## config.mk

```make
export PLATFORM = sky130hd
export DESIGN_NAME = hcas_unit
export DESIGN_NICKNAME = d
export VERILOG_FILES = /design/src/rtl/hcas_pkg.sv /design/src/rtl/hcas_decode.sv /design/src/rtl/hcas_ctrl.sv /design/src/rtl/hcas_dpath.sv /design/src/rtl/hcas_unit.sv
export SDC_FILE = /design/constraint.sdc
export NUM_CORES = 1
export LEC_CHECK = 0
export BUFFER_PORTS_ARGS = -buffer_cell sky130_fd_sc_hd__clkbuf_2
export CAP_MARGIN = 20
export CORE_MARGIN = 5
export CORE_UTILIZATION = 30
export DETAILED_ROUTE_END_ITERATION = 10
export SYNTH_ARGS = -nofsm -noshare
export SYNTH_HDL_FRONTEND = slang
export SYNTH_SLANG_ARGS = --single-unit
```

## constraint.sdc

```tcl
create_clock -name clk -period 2.1 [get_ports clk]
set_input_delay 0.315 -clock clk [delete_from_list [all_inputs] [get_ports clk]]
set_output_delay 0.315 -clock clk [all_outputs]
set_load 0.02 [all_outputs]
```

## src/rtl/hcas_pkg.sv

```systemverilog
package hcas_pkg;

   localparam int INSN_W = 32;

   // fixed fields of the halfword compare-and-swap class
   localparam logic [1:0] SIZE_HALF = 2'b01;
   localparam logic [6:0] OPC_CAS   = 7'b0010001;
   localparam logic [4:0] RT2_ONES  = 5'b11111;
   localparam logic [4:0] SP_INDEX  = 5'd31;

   // bit positions that other units also decode
   localparam int BIT_ACQ = 22;
   localparam int BIT_REL = 15;
   localparam int BIT_FIX = 21;

   typedef enum logic [3:0] {
      ST_IDLE,
      ST_CHECK,
      ST_PRE_FENCE,
      ST_LOCK,
      ST_READ,
      ST_COMPARE,
      ST_WRITE,
      ST_SKIP,
      ST_UNLOCK,
      ST_POST_FENCE,
      ST_DONE
   } hcas_state_e;

   typedef enum logic [1:0] {
      FLT_NONE     = 2'd0,
      FLT_CLASS    = 2'd1,
      FLT_SP_ALIGN = 2'd2,
      FLT_HW_ALIGN = 2'd3
   } hcas_fault_e;

endpackage

```

## src/rtl/hcas_decode.sv

```systemverilog
module hcas_decode
   import hcas_pkg::*;
#(
   parameter int ADDR_W        = 64,
   parameter int SP_ALIGN_LOG2 = 4
) (
   input  logic [INSN_W-1:0] insn,
   input  logic [ADDR_W-1:0] addr,
   output logic              acq,
   output logic              rel,
   output logic [4:0]        rs_idx,
   output hcas_fault_e       fault
);

   logic class_ok;
   logic sp_base;
   logic sp_mis;
   logic unused_rt;

   assign unused_rt = ^insn[4:0];

   assign class_ok = (insn[31:30] == SIZE_HALF) &&
                     (insn[29:23] == OPC_CAS)   &&
                     insn[BIT_FIX]              &&
                     (insn[14:10] == RT2_ONES);

   assign sp_base = (insn[9:5] == SP_INDEX);
   assign acq     = insn[BIT_ACQ];
   assign rel     = insn[BIT_REL];
   assign rs_idx  = insn[20:16];

   generate
      if (SP_ALIGN_LOG2 > 0) begin : g_sp_chk
         assign sp_mis = sp_base && (|addr[SP_ALIGN_LOG2-1:0]);
      end else begin : g_sp_nochk
         assign sp_mis = 1'b0;
      end
   endgenerate

   always_comb begin
      if (!class_ok)     fault = FLT_CLASS;
      else if (sp_mis)   fault = FLT_SP_ALIGN;
      else if (addr[0])  fault = FLT_HW_ALIGN;
      else               fault = FLT_NONE;
   end

endmodule

```

## src/rtl/hcas_ctrl.sv

```systemverilog
module hcas_ctrl
   import hcas_pkg::*;
(
   input  logic clk,
   input  logic rst_n,
   input  logic req_valid,
   input  logic faulted,
   input  logic acq,
   input  logic rel,
   input  logic cmp_eq,
   input  logic lock_gnt,
   input  logic mem_ack,
   input  logic fence_ack,
   output logic req_ready,
   output logic req_fire,
   output logic lock_req,
   output logic mem_req,
   output logic mem_we,
   output logic fence_req,
   output logic fence_post,
   output logic rsv_clr,
   output logic cap_read,
   output logic cap_cmp,
   output logic rsp_valid
);

   hcas_state_e st_q, st_d;

   always_ff @(posedge clk or negedge rst_n) begin
      if (!rst_n) st_q <= ST_IDLE;
      else        st_q <= st_d;
   end

   always_comb begin
      st_d = st_q;
      unique case (st_q)
         ST_IDLE:       if (req_valid)  st_d = ST_CHECK;
         ST_CHECK: begin
            if (faulted)    st_d = ST_DONE;
            else if (rel)   st_d = ST_PRE_FENCE;
            else            st_d = ST_LOCK;
         end
         ST_PRE_FENCE:  if (fence_ack)  st_d = ST_LOCK;
         ST_LOCK:       if (lock_gnt)   st_d = ST_READ;
         ST_READ:       if (mem_ack)    st_d = ST_COMPARE;
         ST_COMPARE:    st_d = cmp_eq ? ST_WRITE : ST_SKIP;
         ST_WRITE:      if (mem_ack)    st_d = ST_UNLOCK;
         ST_SKIP:       st_d = ST_UNLOCK;
         ST_UNLOCK:     st_d = acq ? ST_POST_FENCE : ST_DONE;
         ST_POST_FENCE: if (fence_ack)  st_d = ST_DONE;
         ST_DONE:       st_d = ST_IDLE;
         default:       st_d = ST_IDLE;
      endcase
   end

   assign req_ready  = (st_q == ST_IDLE);
   assign req_fire   = req_ready && req_valid;
   assign lock_req   = (st_q == ST_LOCK) || (st_q == ST_READ) || (st_q == ST_COMPARE) ||
                       (st_q == ST_WRITE) || (st_q == ST_SKIP);
   assign mem_req    = (st_q == ST_READ) || (st_q == ST_WRITE);
   assign mem_we     = (st_q == ST_WRITE);
   assign fence_req  = (st_q == ST_PRE_FENCE) || (st_q == ST_POST_FENCE);
   assign fence_post = (st_q == ST_POST_FENCE);
   assign rsv_clr    = (st_q == ST_COMPARE);
   assign cap_read   = (st_q == ST_READ) && mem_ack;
   assign cap_cmp    = (st_q == ST_COMPARE);
   assign rsp_valid  = (st_q == ST_DONE);

endmodule

```

## src/rtl/hcas_dpath.sv

```systemverilog
module hcas_dpath
   import hcas_pkg::*;
#(
   parameter int ADDR_W = 64,
   parameter int HW     = 16,
   parameter int RET_W  = 32
) (
   input  logic              clk,
   input  logic              rst_n,
   input  logic              req_fire,
   input  logic [INSN_W-1:0] req_insn,
   input  logic [ADDR_W-1:0] req_addr,
   input  logic [RET_W-1:0]  req_cmp,
   input  logic [RET_W-1:0]  req_new,
   input  logic              cap_read,
   input  logic              cap_cmp,
   input  logic [HW-1:0]     mem_rdata,
   output logic [INSN_W-1:0] insn_q,
   output logic [ADDR_W-1:0] addr_q,
   output logic [HW-1:0]     new_q,
   output logic              cmp_eq,
   output logic              match_q,
   output logic [RET_W-1:0]  old_ext
);

   logic [HW-1:0] cmp_q;
   logic [HW-1:0] rd_q;

   always_ff @(posedge clk or negedge rst_n) begin
      if (!rst_n) begin
         insn_q <= '0;
         addr_q <= '0;
         cmp_q  <= '0;
         new_q  <= '0;
      end else if (req_fire) begin
         insn_q <= req_insn;
         addr_q <= req_addr;
         cmp_q  <= req_cmp[HW-1:0];
         new_q  <= req_new[HW-1:0];
      end
   end

   always_ff @(posedge clk or negedge rst_n) begin
      if (!rst_n)        rd_q <= '0;
      else if (req_fire) rd_q <= '0;
      else if (cap_read) rd_q <= mem_rdata;
   end

   assign cmp_eq = (rd_q == cmp_q);

   always_ff @(posedge clk or negedge rst_n) begin
      if (!rst_n)        match_q <= 1'b0;
      else if (req_fire) match_q <= 1'b0;
      else if (cap_cmp)  match_q <= cmp_eq;
   end

   generate
      if (RET_W > HW) begin : g_zext
         logic unused_hi;
         assign unused_hi = ^{req_cmp[RET_W-1:HW], req_new[RET_W-1:HW]};
         assign old_ext   = {{(RET_W-HW){1'b0}}, rd_q};
      end else begin : g_flat
         assign old_ext = rd_q;
      end
   endgenerate

endmodule

```

## src/rtl/hcas_unit.sv

```systemverilog
module hcas_unit
   import hcas_pkg::*;
#(
   parameter int ADDR_W        = 64,
   parameter int HW            = 16,
   parameter int RET_W         = 32,
   parameter int SP_ALIGN_LOG2 = 4
) (
   input  logic              clk,
   input  logic              rst_n,
   input  logic              req_valid,
   output logic              req_ready,
   input  logic [31:0]       req_insn,
   input  logic [ADDR_W-1:0] req_addr,
   input  logic [RET_W-1:0]  req_cmp,
   input  logic [RET_W-1:0]  req_new,
   output logic              lock_req,
   input  logic              lock_gnt,
   output logic              mem_req,
   output logic              mem_we,
   output logic [ADDR_W-1:0] mem_addr,
   output logic [HW-1:0]     mem_wdata,
   input  logic [HW-1:0]     mem_rdata,
   input  logic              mem_ack,
   output logic              fence_req,
   output logic              fence_post,
   input  logic              fence_ack,
   output logic              rsv_clr,
   output logic              rsp_valid,
   output logic [1:0]        rsp_fault,
   output logic              rsp_match,
   output logic              rsp_wb_en,
   output logic [4:0]        rsp_wb_reg,
   output logic [RET_W-1:0]  rsp_wb_data
);

   initial begin
      if (RET_W < HW)               $error("hcas_unit: RET_W must cover HW");
      if (ADDR_W <= SP_ALIGN_LOG2)  $error("hcas_unit: ADDR_W too small");
      if (HW < 2)                   $error("hcas_unit: HW too small");
   end

   logic [INSN_W-1:0] insn_q;
   logic [ADDR_W-1:0] addr_q;
   logic [HW-1:0]     new_q;
   logic              cmp_eq, match_q;
   logic [RET_W-1:0]  old_ext;
   logic              acq, rel;
   logic [4:0]        rs_idx;
   hcas_fault_e       fault;
   logic              faulted;
   logic              req_fire, cap_read, cap_cmp;

   hcas_decode #(.ADDR_W(ADDR_W), .SP_ALIGN_LOG2(SP_ALIGN_LOG2)) u_decode (
      .insn   (insn_q),
      .addr   (addr_q),
      .acq    (acq),
      .rel    (rel),
      .rs_idx (rs_idx),
      .fault  (fault)
   );

   assign faulted = (fault != FLT_NONE);

   hcas_ctrl u_ctrl (
      .clk        (clk),
      .rst_n      (rst_n),
      .req_valid  (req_valid),
      .faulted    (faulted),
      .acq        (acq),
      .rel        (rel),
      .cmp_eq     (cmp_eq),
      .lock_gnt   (lock_gnt),
      .mem_ack    (mem_ack),
      .fence_ack  (fence_ack),
      .req_ready  (req_ready),
      .req_fire   (req_fire),
      .lock_req   (lock_req),
      .mem_req    (mem_req),
      .mem_we     (mem_we),
      .fence_req  (fence_req),
      .fence_post (fence_post),
      .rsv_clr    (rsv_clr),
      .cap_read   (cap_read),
      .cap_cmp    (cap_cmp),
      .rsp_valid  (rsp_valid)
   );

   hcas_dpath #(.ADDR_W(ADDR_W), .HW(HW), .RET_W(RET_W)) u_dpath (
      .clk       (clk),
      .rst_n     (rst_n),
      .req_fire  (req_fire),
      .req_insn  (req_insn),
      .req_addr  (req_addr),
      .req_cmp   (req_cmp),
      .req_new   (req_new),
      .cap_read  (cap_read),
      .cap_cmp   (cap_cmp),
      .mem_rdata (mem_rdata),
      .insn_q    (insn_q),
      .addr_q    (addr_q),
      .new_q     (new_q),
      .cmp_eq    (cmp_eq),
      .match_q   (match_q),
      .old_ext   (old_ext)
   );

   assign mem_addr    = addr_q;
   assign mem_wdata   = new_q;
   assign rsp_fault   = rsp_valid ? fault : FLT_NONE;
   assign rsp_wb_en   = rsp_valid && !faulted;
   assign rsp_wb_reg  = rs_idx;
   assign rsp_wb_data = rsp_wb_en ? old_ext : '0;
   assign rsp_match   = rsp_wb_en && match_q;

endmodule

```

-- Yosys cells after proc, flatten, opt, wreduce, memory -nomap -nowiden
Cells that the tools add are included.
- equal/unequal tests: 21
- multiplexer cells: 20
- reductions and logical operators: 21
- operator list (cell ; number):
    $mux W16 ; 3
    $pmux W4 S10 ; 1
    $mux W4 ; 7
    $eq A16 B16 Y1 ; 1
    $eq A4 B3 Y1 const B ; 4
    $eq A4 B4 Y1 const B ; 3
    $eq A5 B5 Y1 const B ; 2
    $mux W2 ; 5
    $eq A4 B2 Y1 const B ; 2
    $logic_and A1 B1 Y1 ; 8
    $ne A2 B2 Y1 const B ; 4
    $eq A7 B5 Y1 const B ; 1
    $logic_or A1 B1 Y1 ; 6
    $reduce_and A6 Y1 ; 1
    $reduce_bool A2 Y1 ; 3
    $eq A4 B1 Y1 const B ; 1
    $logic_not A4 Y1 ; 1
    $mux W1 ; 4
    $ne A2 B1 Y1 const B ; 2
    $reduce_or A4 Y1 ; 1
    $eq A2 B1 Y1 const B ; 1
    $logic_not A1 Y1 ; 1
- register bits after elaboration: 149
- input port bits: 182

-- Depth between registers and ports, before layout
- word-level depth: 9
- mapped depth: 7
- mapped depth without buffers: 5

-- By module
A second synthesis with hierarchy kept.
- cells, all modules: 488
- area total of the unflattened synthesis: 6826.5 µm²
- modules (own cells, without submodules) (module ; times used ; cells each ; area each (µm²)):
    hcas_dpath ; 1 ; 364 ; 5718.0
    hcas_unit ; 1 ; 46 ; 496.7
    hcas_ctrl ; 1 ; 59 ; 473.0
    hcas_decode ; 1 ; 19 ; 138.9

-- Worst setup path before layout
Ideal clock, no wire load.
- path kind: reg2out
- start point: register u_dpath.insn_q[31]
- end point: output rsp_wb_data[10]
- arrival: 1.856 ns
- data required time: 1.785 ns
- path slack: -0.071 ns
- cell stages (with the launch flop): 7
- path buffers: 1
- cell sequence: dfrtp_1 > or4b_4 > nor4_4 > nand2_2 > nor2_4 > buf_6 > and2_1
- word-level cells in the longest chain between the ends: 9
- RTL lines (element ; RTL line ; text):
    start: declaration ; hcas_dpath.sv:18 ; output logic [INSN_W-1:0] insn_q,
    start signal: assignment ; hcas_dpath.sv:36 ; insn_q <= req_insn;
    $eq A2 B1 Y1 ; hcas_decode.sv:22 ; assign class_ok = (insn[31:30] == SIZE_HALF) &&
    $logic_and A1 B1 Y1 ; hcas_decode.sv:22 ;
    $logic_and A1 B1 Y1 ; hcas_decode.sv:23 ; (insn[29:23] == OPC_CAS) &&
    $logic_and A1 B1 Y1 ; hcas_decode.sv:24 ; insn[BIT_FIX] &&
    $mux W2 ; hcas_decode.sv:41 ; if (!class_ok) fault = FLT_CLASS;
    $reduce_bool A2 Y1 ; hcas_unit.sv:63 ; assign faulted = (fault != FLT_NONE);
    $logic_not A1 Y1 ; hcas_unit.sv:111 ; assign rsp_wb_en = rsp_valid && !faulted;
    $logic_and A1 B1 Y1 ; hcas_unit.sv:111 ;
    net rsp_wb_en ; hcas_unit.sv:32 ; output logic rsp_wb_en,
    $mux W16 ; hcas_unit.sv:113 ; assign rsp_wb_data = rsp_wb_en ? old_ext : '0;
    end: declaration ; hcas_unit.sv:34 ; output logic [RET_W-1:0] rsp_wb_data
The timed path passes the listed nets, and every way through them passes these cells.

-- Final worst setup path
- start point: register u_dpath.insn_q[25]
- end point: output rsp_wb_data[4]
- word-level cells in the longest chain between the ends: 9
- RTL lines (element ; RTL line):
    $eq A7 B5 Y1 ; hcas_decode.sv:23
    $logic_and A1 B1 Y1 ; hcas_decode.sv:22
    $logic_and A1 B1 Y1 ; hcas_decode.sv:23
    $logic_and A1 B1 Y1 ; hcas_decode.sv:24
    $mux W2 ; hcas_decode.sv:41
    $reduce_bool A2 Y1 ; hcas_unit.sv:63
    $logic_not A1 Y1 ; hcas_unit.sv:111
    $logic_and A1 B1 Y1 ; hcas_unit.sv:111
    $mux W16 ; hcas_unit.sv:113
Every way passes these cells.

==> results.yml <==
critical_path:
  worst_ep_arrival_time_ns: 2.31
  reg2reg_depth: 8
  r2r_start: "u_dpath.insn_q[25]"
  critPathKind: "reg -> out"
  worstPathMaxFanout: 18
  cp_data_required_time_ns: 1.78
  start_kind: "flop"
  worstSetupEndpointType: "output pin"
  r2r_end: "u_ctrl.st_q[3]"
  reg2reg_slack_ns: 0.09
die:
  initial_core_util: 0.305
  chipHeight_um: 154
  dieArea_um2: 23600
  io_pins: 311
  die_width_um: 154
  rows: 52
  coreArea_um2: 20200
synthesis:
  ys_ff_latch: 144
  yosysTopAreaCell: "dfrtp_1"
  yosys.area.top_type_share: 0.583
  syn_inst: 464
  synth_ff_type: "dfrtp_1"
  synthTopCellsByArea: "dfrtp_1 58%, mux2_1 15%, mux2_2 7.3%"
  syn_area_per_cell_um2: 13.3
  synth-edff-count: 0
  post-synth-top-count-cell: "dfrtp_1"
  synthMuxAreaShare: 0.224
  yosys.area_share.adder: 0
  synthXorXnorAreaFrac: 0.0227
  synthArstFlopShare: 1.00
  ys_warn_count: 0
  synth-simple-area-share: 0.101
  synth_top_family_by_area: "multiplexers"
  seq_area_frac_synth: 0.583
  synth_area_um2: 6180
  synthTopCellsByCount: "144 x dfrtp_1, 83 x mux2_1, 40 x mux2_2, 37 x nand2_1, 21 x buf_4"
  yosysUniqueCellTypes: 40
  synth-compound-area-share: 0.0219
cts:
  clock-sinks: 144
  h-tree-depth: 4
  insertion_delay_ns: 0.42
  cts_buffer_depth: 2
  cts.clk_slew.worst_paths_ns: 0.06
  cts_tree: "yes"
  clock-root-buffer: "clkbuf_16"
  cts_buffers: 17
grt:
  grt_overflow_total: 0
  top_usage_layer: "met2"
  grt_max_degree: 80
  first_global_vias: 4742
  antenna_found_initial: 0
  grt_pass1_wl_mm: 25.2
  use_met1: 0.157
  grt_usage: 0.133
  grt_use_met3: 0.0475
  globalRouteMet2Util: 0.223
routing:
  drt_iter0_drc: 122
  wl_per_cell_um: 15.2
  drt_pass1_iterations: 4
  vias: 4393
  drc: 0
  final_antenna_net_count: 0
  totalWireLength_mm: 15.4
  routed_via_density: 4.34
power_and_ir_drop:
  power_density_nw_per_um2: 1540
  vdd_drop_max_mv: 0.627
  leakage_nw: 4.31
outcome:
  violations: "setup timing"
  status: "finished with violations"
finish:
  n_antenna_cell: 0
  fin_cells: 1013
  final_nets: 912
  num-fill-cells: 1927
  drive_gt1_frac: 0.502
  syn_to_final_growth_pct: 40.5
  fin_area_um2: 8680
sta:
  min_period_ns: 2.63
  final-setup-viol-count: 20
  hold_viol_final: 0
  rsz0062_at_grt: "yes"
  max_freq_mhz: 380
  fin_ws_ns: -0.530
  whs_ns: 0.0946
  timing.final.crit_share: 1.25
  drv_slew: 0
  fin_skew_ns: 0.0138
place:
  finalWeightedCongestion: 0.797
  dp_hpwl_mm: 11.6
  port_buffers: 257
  placed_cells: 978
  placed_area_um2: 7800
  dp_slack_ns: -0.143
min_path:
  worstHoldPathCells: 3
  hold_path_class: "in -> reg"
  hold-path-endpoint: "u_dpath.rd_q[9]"
  worstHoldStart: "mem_rdata[9]"
run:
  cap_violations: 0
-- cell families after synthesis --
kind of cell / Yosys count
flops: 144
mux: 123
simple gates: 112
buf+inv: 48
compound gates: 20
xor+xnor: 16
other cells: 1
-- cell usage in the layout, fill, tap and decap left out, drive strengths merged, types with 2 or more instances in the layout --
master    Yosys  layout
o211ai        2       2
nand2b        6       6
clkbuf        5     262
nand3b        2       2
and2         18      18
nor2         10      10
and3b         2       2
nor4          4       4
clkinvlp      0       2
xor2          8       8
mux2        123     123
nor3b         3       3
nor3          3       3
buf          39      31
clkinv        0       3
o21ai         7       7
nand2        38      38
xnor2         8       8
inv           4       9
nand4         2       2
a21oi         5       5
bufinv        0       4
dfrtp       144     144
conb          1      16
nand3        18      18
o31a          2       2
-- through the flow --
stage	power (mW)	utilization	TNS (ns)
after floorplan	8.44	-	-0.220
after global placement	10.1	0.386	-1.90
after detailed placement	10.2	0.386	-2.38
after CTS	13.6	0.426	-11.00
after global routing	14.3	0.429	-12.55
final	13.4	0.429	-9.72
-- layout make-up --
class,count,area (µm²),share of cell area
Timing Repair Buffer,276,1670,0.192
Clock inverter,14,203,0.0234
Multi-Input combinational cell,287,2410,0.278
Inverter,4,15.0,0.00173
Clock buffer,18,439,0.0506
Sequential cell,144,3600,0.415
Tap cell,270,338,0.0389
-- power by group --
part	switching, mW	internal, mW	total, mW
Combinational	2.83	2.24	5.07
Sequential	0.808	4.20	5.01
Clock	1.25	2.05	3.30
Total	4.89	8.48	13.4
-- routing by layer --
layer  vias to the layer above  wire (µm)
met5                         -          0
met4                         0        284
met3                        17       1200
met2                       151       7780
met1                      2131       6140
li1                       2094          -
-- sequential cells by signal, indices dropped and copies added, names as in the netlist --
signal,flops
u_dpath.insn_q,27
u_ctrl.st_q,4
u_dpath.addr_q,64
u_dpath.rd_q,16
u_dpath.cmp_q,16
u_dpath.new_q,16
u_dpath.match_q,1
-- how the worst max path moves through the flow --
stage / from / endpoint / slack, ns
floorplan: u_dpath.insn_q[25] / rsp_wb_data[9] / -0.03
global placement: u_dpath.insn_q[25] / rsp_wb_data[9] / -0.11
detailed placement: u_dpath.insn_q[25] / rsp_wb_data[15] / -0.14
CTS: u_dpath.insn_q[31] / rsp_wb_data[15] / -0.58
global route: u_dpath.insn_q[25] / rsp_wb_data[4] / -0.68
finish: u_dpath.insn_q[25] / rsp_wb_data[4] / -0.53
-- what timing repair did --
action,in CTS,in global routing
endpoints found under the setup margin,21,23
endpoints found under the hold margin,47,0
pin swaps,2,4
setup buffers,1,1
hold buffers,1,0
gates resized for setup,36,22
-- critical path, stage by stage (launching register included) --
cell      delay, ns
dfrtp_1        0.37
or4bb_4        0.55
nor4_4         0.29
nand2_2        0.12
nor2_4         0.14
buf_12         0.15
and2_1         0.14
clkbuf_8       0.14
Power figures use the tool's default switching activity.
